<file path="src/rtl/usb_frame_timer_pkg.sv">
package usb_frame_timer_pkg;
  localparam int IVL_W   = 14;
  localparam int LST_W   = 12;
  localparam int WORD_W  = 32;

  localparam logic [WORD_W-1:0] IVL_WORD_RST  = 32'h2778_2EDF;
  localparam logic [WORD_W-1:0] IVL_WORD_MASK = 32'hFFFF_3FFF;
  localparam logic [LST_W-1:0]  LST_RST       = 12'h628;

  typedef enum logic [1:0] {
    ST_RESET  = 2'b00,
    ST_RESUME = 2'b01,
    ST_OPER   = 2'b10,
    ST_SUSP   = 2'b11
  } hc_state_e;

  typedef enum logic [1:0] {
    RA_IVL  = 2'b00,
    RA_REM  = 2'b01,
    RA_FNUM = 2'b10,
    RA_LST  = 2'b11
  } reg_addr_e;
endpackage

</file>
<file path="src/rtl/uft_interval_regs.sv">
module uft_interval_regs
  import usb_frame_timer_pkg::*;
(
  input  logic              clk,
  input  logic              rst_n,
  input  logic              wr_en,
  input  logic [1:0]        wr_addr,
  input  logic [WORD_W-1:0] wr_data,
  output logic [WORD_W-1:0] ivl_word,
  output logic [LST_W-1:0]  lst
);
  logic [WORD_W-1:0] ivl_word_d, ivl_word_q;
  logic [LST_W-1:0]  lst_d, lst_q;
  logic              ivl_we, lst_we;

  assign ivl_we = wr_en && (wr_addr == RA_IVL);
  assign lst_we = wr_en && (wr_addr == RA_LST);

  always_comb begin
    ivl_word_d = ivl_word_q;
    lst_d      = lst_q;
    if (ivl_we) ivl_word_d = wr_data & IVL_WORD_MASK;
    if (lst_we) lst_d      = wr_data[LST_W-1:0];
  end

  always_ff @(posedge clk or negedge rst_n) begin
    if (!rst_n) begin
      ivl_word_q <= IVL_WORD_RST;
      lst_q      <= LST_RST;
    end else begin
      ivl_word_q <= ivl_word_d;
      lst_q      <= lst_d;
    end
  end

  assign ivl_word = ivl_word_q;
  assign lst      = lst_q;

  // reserved interval bits never become set
  a_r2_reserved_zero: assert property (@(posedge clk) disable iff (!rst_n)
    ivl_word_q[15:14] == 2'b00);
endmodule

</file>
<file path="src/rtl/uft_frame_core.sv">
module uft_frame_core
  import usb_frame_timer_pkg::*;
#(
  parameter int FNUM_W = 16
) (
  input  logic              clk,
  input  logic              rst_n,
  input  logic              bit_tick,
  input  logic [1:0]        hc_state,
  input  logic [IVL_W-1:0]  ivl,
  input  logic              ivl_tgl,
  output logic              frame_edge,
  output logic              sof_o,
  output logic              fno_o,
  output logic [FNUM_W-1:0] fnum,
  output logic [IVL_W-1:0]  rem,
  output logic              rem_tgl
);
  localparam int MSB = FNUM_W - 1;

  logic              oper_now, oper_q, enter;
  logic [IVL_W-1:0]  rem_d, rem_q;
  logic [FNUM_W-1:0] fnum_d, fnum_q;
  logic              rtg_d, rtg_q;
  logic              sof_d, sof_q, fno_d, fno_q;

  assign oper_now   = (hc_state == ST_OPER);
  assign enter      = oper_now && !oper_q;
  assign frame_edge = oper_now && oper_q && bit_tick && (rem_q == '0);

  always_comb begin
    rem_d  = rem_q;
    fnum_d = fnum_q;
    rtg_d  = rtg_q;
    sof_d  = 1'b0;
    fno_d  = 1'b0;
    if (enter) begin
      rem_d = ivl;
      sof_d = 1'b1;
    end else if (frame_edge) begin
      rem_d  = ivl;
      fnum_d = fnum_q + 1'b1;
      rtg_d  = ivl_tgl;
      sof_d  = 1'b1;
      fno_d  = fnum_d[MSB] ^ fnum_q[MSB];
    end else if (oper_now && oper_q && bit_tick) begin
      rem_d = rem_q - 1'b1;
    end
  end

  always_ff @(posedge clk or negedge rst_n) begin
    if (!rst_n) begin
      oper_q <= 1'b0;
      rem_q  <= '0;
      fnum_q <= '0;
      rtg_q  <= 1'b0;
      sof_q  <= 1'b0;
      fno_q  <= 1'b0;
    end else begin
      oper_q <= oper_now;
      rem_q  <= rem_d;
      fnum_q <= fnum_d;
      rtg_q  <= rtg_d;
      sof_q  <= sof_d;
      fno_q  <= fno_d;
    end
  end

  assign sof_o   = sof_q;
  assign fno_o   = fno_q;
  assign fnum    = fnum_q;
  assign rem     = rem_q;
  assign rem_tgl = rtg_q;

  // the frame number only ever moves forward by one
  a_r5_fnum_step: assert property (@(posedge clk) disable iff (!rst_n)
    (fnum_q != $past(fnum_q)) |-> (fnum_q == FNUM_W'($past(fnum_q) + 1'b1)));
  // start-of-frame needs the operational state one cycle earlier
  a_r8_sof_needs_oper: assert property (@(posedge clk) disable iff (!rst_n)
    sof_q |-> ($past(hc_state) == ST_OPER));
  // frame number frozen outside operational
  a_r8_fnum_frozen: assert property (@(posedge clk) disable iff (!rst_n)
    ($past(hc_state) != ST_OPER) |-> $stable(fnum_q));
  // overflow pulse only alongside start-of-frame
  a_r9_fno_with_sof: assert property (@(posedge clk) disable iff (!rst_n)
    fno_q |-> sof_q);
  // the remaining toggle changes only together with a start-of-frame
  a_r7_tgl_at_edge: assert property (@(posedge clk) disable iff (!rst_n)
    (rtg_q != $past(rtg_q)) |-> sof_q);
endmodule

</file>
<file path="src/rtl/uft_done_delay.sv">
module uft_done_delay #(
  parameter int DLY_W = 3
) (
  input  logic             clk,
  input  logic             rst_n,
  input  logic             frame_edge,
  input  logic             retire_vld,
  input  logic [DLY_W-1:0] retire_dly,
  input  logic             wb_pend_i,
  input  logic             irq_any_i,
  output logic             wb_req_o,
  output logic             wb_flag_o
);
  localparam logic [DLY_W-1:0] DLY_MAX = '1;

  logic [DLY_W-1:0] dc_d, dc_q, eff;
  logic             wb_d, wb_q, flag_d, flag_q;

  assign eff = (retire_vld && (retire_dly < dc_q)) ? retire_dly : dc_q;

  always_comb begin
    dc_d   = eff;
    wb_d   = 1'b0;
    flag_d = 1'b0;
    if (frame_edge) begin
      if ((eff == '0) && !wb_pend_i) begin
        wb_d   = 1'b1;
        flag_d = irq_any_i;
        dc_d   = DLY_MAX;
      end else if ((eff != DLY_MAX) && (eff != '0)) begin
        dc_d = eff - 1'b1;
      end
    end
  end

  always_ff @(posedge clk or negedge rst_n) begin
    if (!rst_n) begin
      dc_q   <= DLY_MAX;
      wb_q   <= 1'b0;
      flag_q <= 1'b0;
    end else begin
      dc_q   <= dc_d;
      wb_q   <= wb_d;
      flag_q <= flag_d;
    end
  end

  assign wb_req_o  = wb_q;
  assign wb_flag_o = flag_q;

  // a writeback follows a boundary seen with no pending writeback
  a_r11_wb_cond: assert property (@(posedge clk) disable iff (!rst_n)
    wb_q |-> ($past(frame_edge) && !$past(wb_pend_i)));
  // the counter only rises when a writeback re-arms it
  a_r13_no_rise: assert property (@(posedge clk) disable iff (!rst_n)
    (dc_q > $past(dc_q)) |-> wb_q);
  // a zero counter holds while a writeback is pending
  a_r12_hold_zero: assert property (@(posedge clk) disable iff (!rst_n)
    ($past(dc_q) == '0 && $past(wb_pend_i)) |-> (dc_q == '0));
  // flag is only meaningful with a request
  a_r11_flag_with_req: assert property (@(posedge clk) disable iff (!rst_n)
    flag_q |-> wb_q);
endmodule

</file>
<file path="src/rtl/usb_frame_timer.sv">
module usb_frame_timer
  import usb_frame_timer_pkg::*;
#(
  parameter int FNUM_W = 16,
  parameter int DLY_W  = 3
) (
  input  logic             clk,
  input  logic             rst_n,
  input  logic             bit_tick,
  input  logic [1:0]       hc_state,
  input  logic             wr_en,
  input  logic [1:0]       wr_addr,
  input  logic [31:0]      wr_data,
  input  logic [1:0]       rd_addr,
  output logic [31:0]      rd_data,
  input  logic             retire_vld,
  input  logic [DLY_W-1:0] retire_dly,
  input  logic             wb_pend_i,
  input  logic             irq_any_i,
  output logic             sof_o,
  output logic             fno_o,
  output logic             wb_req_o,
  output logic             wb_flag_o
);
  localparam int REM_PAD  = WORD_W - 1 - IVL_W;
  localparam int FNUM_PAD = WORD_W - FNUM_W;
  localparam int LST_PAD  = WORD_W - LST_W;

  logic [WORD_W-1:0] ivl_word;
  logic [LST_W-1:0]  lst;
  logic              frame_edge;
  logic [FNUM_W-1:0] fnum;
  logic [IVL_W-1:0]  rem;
  logic              rem_tgl;
  logic              oper_now;

  uft_interval_regs u_regs (
    .clk      (clk),
    .rst_n    (rst_n),
    .wr_en    (wr_en),
    .wr_addr  (wr_addr),
    .wr_data  (wr_data),
    .ivl_word (ivl_word),
    .lst      (lst)
  );

  uft_frame_core #(.FNUM_W(FNUM_W)) u_core (
    .clk        (clk),
    .rst_n      (rst_n),
    .bit_tick   (bit_tick),
    .hc_state   (hc_state),
    .ivl        (ivl_word[IVL_W-1:0]),
    .ivl_tgl    (ivl_word[WORD_W-1]),
    .frame_edge (frame_edge),
    .sof_o      (sof_o),
    .fno_o      (fno_o),
    .fnum       (fnum),
    .rem        (rem),
    .rem_tgl    (rem_tgl)
  );

  uft_done_delay #(.DLY_W(DLY_W)) u_dly (
    .clk        (clk),
    .rst_n      (rst_n),
    .frame_edge (frame_edge),
    .retire_vld (retire_vld),
    .retire_dly (retire_dly),
    .wb_pend_i  (wb_pend_i),
    .irq_any_i  (irq_any_i),
    .wb_req_o   (wb_req_o),
    .wb_flag_o  (wb_flag_o)
  );

  assign oper_now = (hc_state == ST_OPER);

  always_comb begin
    case (rd_addr)
      RA_IVL:  rd_data = ivl_word;
      RA_REM:  rd_data = oper_now ? {rem_tgl, {REM_PAD{1'b0}}, rem}
                                  : {rem_tgl, {(WORD_W-1){1'b0}}};
      RA_FNUM: rd_data = {{FNUM_PAD{1'b0}}, fnum};
      default: rd_data = {{LST_PAD{1'b0}}, lst};
    endcase
  end

  // every writeback request lands on a start-of-frame
  a_r11_wb_on_sof: assert property (@(posedge clk) disable iff (!rst_n)
    wb_req_o |-> sof_o);
endmodule

</file>
<file path="config.mk">
export PLATFORM = sky130hd
export DESIGN_NAME = usb_frame_timer
export DESIGN_NICKNAME = d
export VERILOG_FILES = /design/src/rtl/usb_frame_timer_pkg.sv /design/src/rtl/uft_interval_regs.sv /design/src/rtl/uft_frame_core.sv /design/src/rtl/uft_done_delay.sv /design/src/rtl/usb_frame_timer.sv
export SDC_FILE = /design/constraint.sdc
export NUM_CORES = 1
export LEC_CHECK = 0
export ABC_AREA = 1
export ABC_CLOCK_PERIOD_IN_PS = 2450
export BUFFER_PORTS_ARGS = -buffer_cell sky130_fd_sc_hd__buf_2
export CAP_MARGIN = 20
export CORE_MARGIN = 10
export CORE_UTILIZATION = 30
export DETAILED_ROUTE_END_ITERATION = 12
export PLACE_DENSITY = 0.46
export SYNTH_ARGS = -nofsm -noshare
export SYNTH_HDL_FRONTEND = slang
export SYNTH_SLANG_ARGS = --single-unit
</file>
<file path="constraint.sdc">
create_clock -name clk -period 2.45 [get_ports clk]
set_input_delay 0.49 -clock clk [delete_from_list [all_inputs] [get_ports clk]]
set_output_delay 0.49 -clock clk [all_outputs]
set_load 0.1 [all_outputs]
</file>
# Word level (Yosys, flattened, before mapping)
# Index checks and enable logic that the tools add are counted.
[op_classes] add_sub_neg=3 magnitude_cmp=1 n_eq_ne=5 n_mux=17 bitwise=2 n_reduce_logical=18
[op_table] op="case mux 32 bit (3 select lines)" n=1
[op_table] op="2-to-1 mux 14 bit" n=4
[op_table] op="adder 16 x 1 -> 16 bit, second input constant" n=1
[op_table] op="logical NOT 14 bit" n=1
[op_table] op="subtractor 14 x 1 -> 14 bit, second input constant" n=1
[op_table] op="2-to-1 mux 3 bit" n=4
[op_table] op="logical AND 1 bit" n=9
[op_table] op="2-to-1 mux 1 bit" n=8
[op_table] op="equality test 2 bit, second input constant" n=3
[op_table] op="nonzero test 3 bit" n=2
[op_table] op="logical NOT 2 bit" n=2
[op_table] op="logical NOT 3 bit" n=1
[op_table] op="less-than comparator 3 bit" n=1
[op_table] op="inequality test 3 bit, second input constant" n=1
[op_table] op="subtractor 3 x 1 -> 3 bit, second input constant" n=1
[op_table] op="equality test 2 x 1 -> 1 bit, second input constant" n=1
[op_table] op="logical NOT 1 bit" n=2
[op_table] op="AND reduction 2 bit" n=1
[op_table] op="inverter 1 bit" n=1
[op_table] op="bitwise XOR 1 bit" n=1
[totals] reg_bits=81 input_bits=48 output_inout_bits=36 word_cells=57

# Logic depth before layout (Yosys ltp)
[logic_depth] ltp_word=8 depth_mapped=14 mapped_depth_nobuf=14

# By module
# Synthesis repeated with hierarchy kept, for this count alone.
[unflattened] cells_unflattened=660 area_unflattened_um2=4888.4
[by_module_without_submodules] mod="uft_frame_core" instances=1 cells_each=267 area_each_um2=2055.7 seq_area_each_um2=850.8
[by_module_without_submodules] mod="uft_interval_regs" instances=1 cells_each=188 area_each_um2=1752.9 seq_area_each_um2=1079.8
[by_module_without_submodules] mod="usb_frame_timer" instances=1 cells_each=153 area_each_um2=674.4 seq_area_each_um2=0.0
[by_module_without_submodules] mod="uft_done_delay" instances=1 cells_each=52 area_each_um2=405.4 seq_area_each_um2=128.9

# Worst setup path before layout
# Ideal clock, no wire load.
[synth_timing] path_kind="input-to-output" from="input rd_addr[1]" to="output rd_data[31]" t_arrival_ns=2.940 setup_slack_ns=-0.980 path_stages=4 path_cell_list="nor2_1 inv_1 clkbuf_1 o21ai_0"
[synth_via] elab_chain_cells=2
[synth_lines] item="from (decl)" line="usb_frame_timer.sv:14" source="input logic [1:0] rd_addr,"
[synth_lines] item="equality test 2 bit (tied with other cells)" line="usb_frame_timer.sv:77" source="case (rd_addr)"
[synth_lines] item="case mux 32 bit (3 select lines) *" line="usb_frame_timer.sv:77"
[synth_lines] item="to (decl)" line="usb_frame_timer.sv:15" source="output logic [31:0] rd_data,"
# Mark *: on every way between the ends. The rest lies on a longest branch, timed or not.

# Worst setup path after layout
[layout_timing] from="input rd_addr[1]" to="output rd_data[1]"
# The elaborated chain is that of the path after synthesis.

==> impl_metrics.tcl <==
set metrics [dict create \
    synth_edf_count 0 \
    relSlewSlack_pct 49.0 \
    maxCapViolations 0 \
    critPathCaptureType "output port" \
    cts_resized 0 \
    portBuffers 81 \
    syn_to_final_growth_pct 32.6 \
    cp_max_fo 11 \
    place_congestion 0.827 \
    antennaDiodeCount 0 \
    rows 44 \
    fin_skew_ps 6.20 \
    fin_crit_ps 2300 \
    yosysWarnings 0 \
    synth-compound-area-share_pct 10.3 \
    drtIter0Drc 239 \
    worstHoldPathType "input pin to asynchronous set/reset pin" \
    first_pass_iters 5 \
    p_leak_nw 3.05 \
    dp_slack_ps 29.4 \
    met3RoutedLength_um 792 \
    drive_gt1_share_pct 25.3 \
    dpl.hpwl_um 9430 \
    yosysTopAreaCell "dfrtp_1" \
    vias 4040 \
    clockRootBuffer "clkbuf_16" \
    synth_seq_cells 81 \
    p_per_area_nw_per_um2 821 \
    fin_nets 737 \
    cts.path.max_buffers 2 \
    synthMuxAreaShare_pct 0 \
    die_x_um 142 \
    synthCells 601 \
    p_total_mw 4.89 \
    worst_slack_ps 148 \
    irDropWorstVdd_uv 349 \
    grt_max_degree 46 \
    ys_seq_area_share_pct 45.8 \
    finalSetupViolations 0 \
    status "finished clean" \
    clk-insertion-delay-late_ps 350 \
    post-cts-setup-buffers 0 \
    antenna_found_initial 0 \
    rsz0062_at_grt "no" \
    tightestPinTransition_ps 763 \
    wire_per_inst_um 14.5 \
    syn_area_per_cell_sq_um 7.48 \
    synth_most_common_cell "nand2_1" \
    synth_top_family_by_area "simple AND/OR/NAND/NOR gates" \
    fmax_mhz 434 \
    synth_top_cell_area_share_pct 30.6 \
    synth-simple-area-share_pct 28.0 \
    synth_cell_types 36 \
    synthTopCellsByArea "dfrtp_1, dfstp_2, nand2_1" \
    routed.top_layer "met4" \
    n_fill_cell 1525 \
    grt_pass1_wl_um 20700 \
    worstPathRequired_ps 1960 \
    synth_common_cells "nand2_1, inv_1, nor2_1" \
    fp.dieH_um 142 \
    core_sq_um 14600 \
    multi_input_area_sq_um 2020 \
    ant_nets 0 \
    via_per_inst 4.64 \
    dieArea_sq_um 20300 \
    cp-start-kind "input pin" \
    ios 84 \
    ctsHtreeMaxLevel 3 \
    ctsHoldBuffers 0 \
    initial_core_util_pct 30.8 \
    dr_wl_met2_um 5930 \
    hold_viol_final 0 \
    cts_tree "yes" \
    met1_length_um 5780 \
    synth_area_sq_um 4500 \
    slew_violations 0 \
    worstPathArrival_ps 1810 \
    gr-usage-all-layers_pct 12.9 \
    synthFlopType "dfrtp_1" \
    synth-xor-area-share_pct 3.12 \
    syn_nets 656 \
    synthAdderAreaFrac_pct 1.95 \
    grt_overflow_total 0 \
    clk_pin_slew_ps 60 \
    stdcell_area_sq_um 5960 \
    path_class "input pin to output port" \
    first_global_vias 4089 \
    clock_sink_count 81 \
    synthArstFlopShare_pct 100 \
    seqCellArea_sq_um 2060 \
    placed_cell_area_sq_um 5640 \
    wirelength_um 12600 \
    min_period_over_period_pct 93.9 \
    cts_made_buffers 9 \
    drcViolationCount 0 \
]
-- logic make-up after synthesis --
family                     count (synthesis)
AOI/OAI and AO/OA                         84
xor gates and xnor gates                  16
adders and majority gates                  7
buffers and inverters                    120
DFF                                       81
and+or+nand+nor                          293
-- layer usage --
| layer | vias to the layer above | track usage (%) |
|---|---|---|
| li1 | 2037 | - |
| met1 | 1905 | 16.4 |
| met2 | 90 | 20.2 |
| met3 | 8 | 4.34 |
| met4 | 0 | 3.67 |
| met5 | - | 0 |
-- layout make-up --
cell class	count	share of cell area [%]
flip-flops and latches	81	34.5
multi-input cells	400	33.9
repair buffers	89	16.0
inverters	101	6.48
well taps	184	3.86
clock buffers	10	3.84
clock inverters	6	1.39
-- power breakdown --
part	switching (mW)	total (mW)	internal (mW)
logic	1.10	1.67	0.570
registers	0.174	1.79	1.61
clock network	0.550	1.44	0.887
total	1.82	4.89	3.07
-- per-stage QoR --
step	utilization, %	cells	hold slack [ps]	TNS (ps)
2_1_floorplan	-	601	194	-2930
3_3_place_gp	38.7	855	445	0
3_5_place_dp	38.7	855	448	0
4_1_cts	40.8	871	68.8	0
5_1_grt	40.9	871	83.7	0
6_report	40.9	871	64.2	0
-- worst paths after layout --
path | start | endpoint | slack (ps) | cells after the start
worst max-delay path | rd_addr[1] | rd_data[1] | 150 | 8
min in group clk | irq_any_i | u_dly.wb_flag_o$_DFF_PN0_ | 360 | 3
worst min register to register | u_regs.ivl_word[8]$_DFFE_PN0P_ | u_regs.ivl_word[8]$_DFFE_PN0P_ | 480 | 2
worst min-delay path | rst_n | u_core.fno_o$_DFF_PN0_ | 60 | 1
max in group asynchronous | rst_n | u_regs.ivl_word[24]$_DFFE_PN1P_ | 1690 | 2
worst max register to register | u_dly.dc_q[2]$_DFF_PN1_ | u_dly.dc_q[0]$_DFF_PN1_ | 240 | 14
-- flip-flops by register name (all words and copies together) (netlist names), 3 cells and up --
signal / flops
u_dly.dc_q: 3
u_regs.ivl_word: 30
u_core.rem: 14
u_regs.lst: 12
u_core.fnum: 16
-- placed cells by master, fill, tap and decap left out, types with 2 or more instances in the layout --
cell and instances:
o211ai_1 3, nor2_4 2, o22ai_1 7, o21ai_1 7
buf_12 33, inv_2 2, nor3_1 8, o2111ai_2 2
nand3_1 32, a22oi_1 3, xor2_1 13, o21ai_0 30
buf_2 50, nor2_2 20, bufinv_16 2, nand3_2 5
a21oi_1 29, nand4_1 7, xnor2_1 3, nand2_1 148
clkinv_2 3, o221ai_1 2, nor2_1 58, dfstp_2 26
clkbuf_16 9, inv_1 98, buf_4 6, nand2_2 9
ha_1 7, dfrtp_1 55
-- critical path, stage by stage --
cell	delay, ps
buf_2	130
inv_1	50
nor2_1	40
inv_1	400
o22ai_1	130
a21oi_1	230
nand2_1	140
buf_12	190
(Power assumes the default switching activity.)
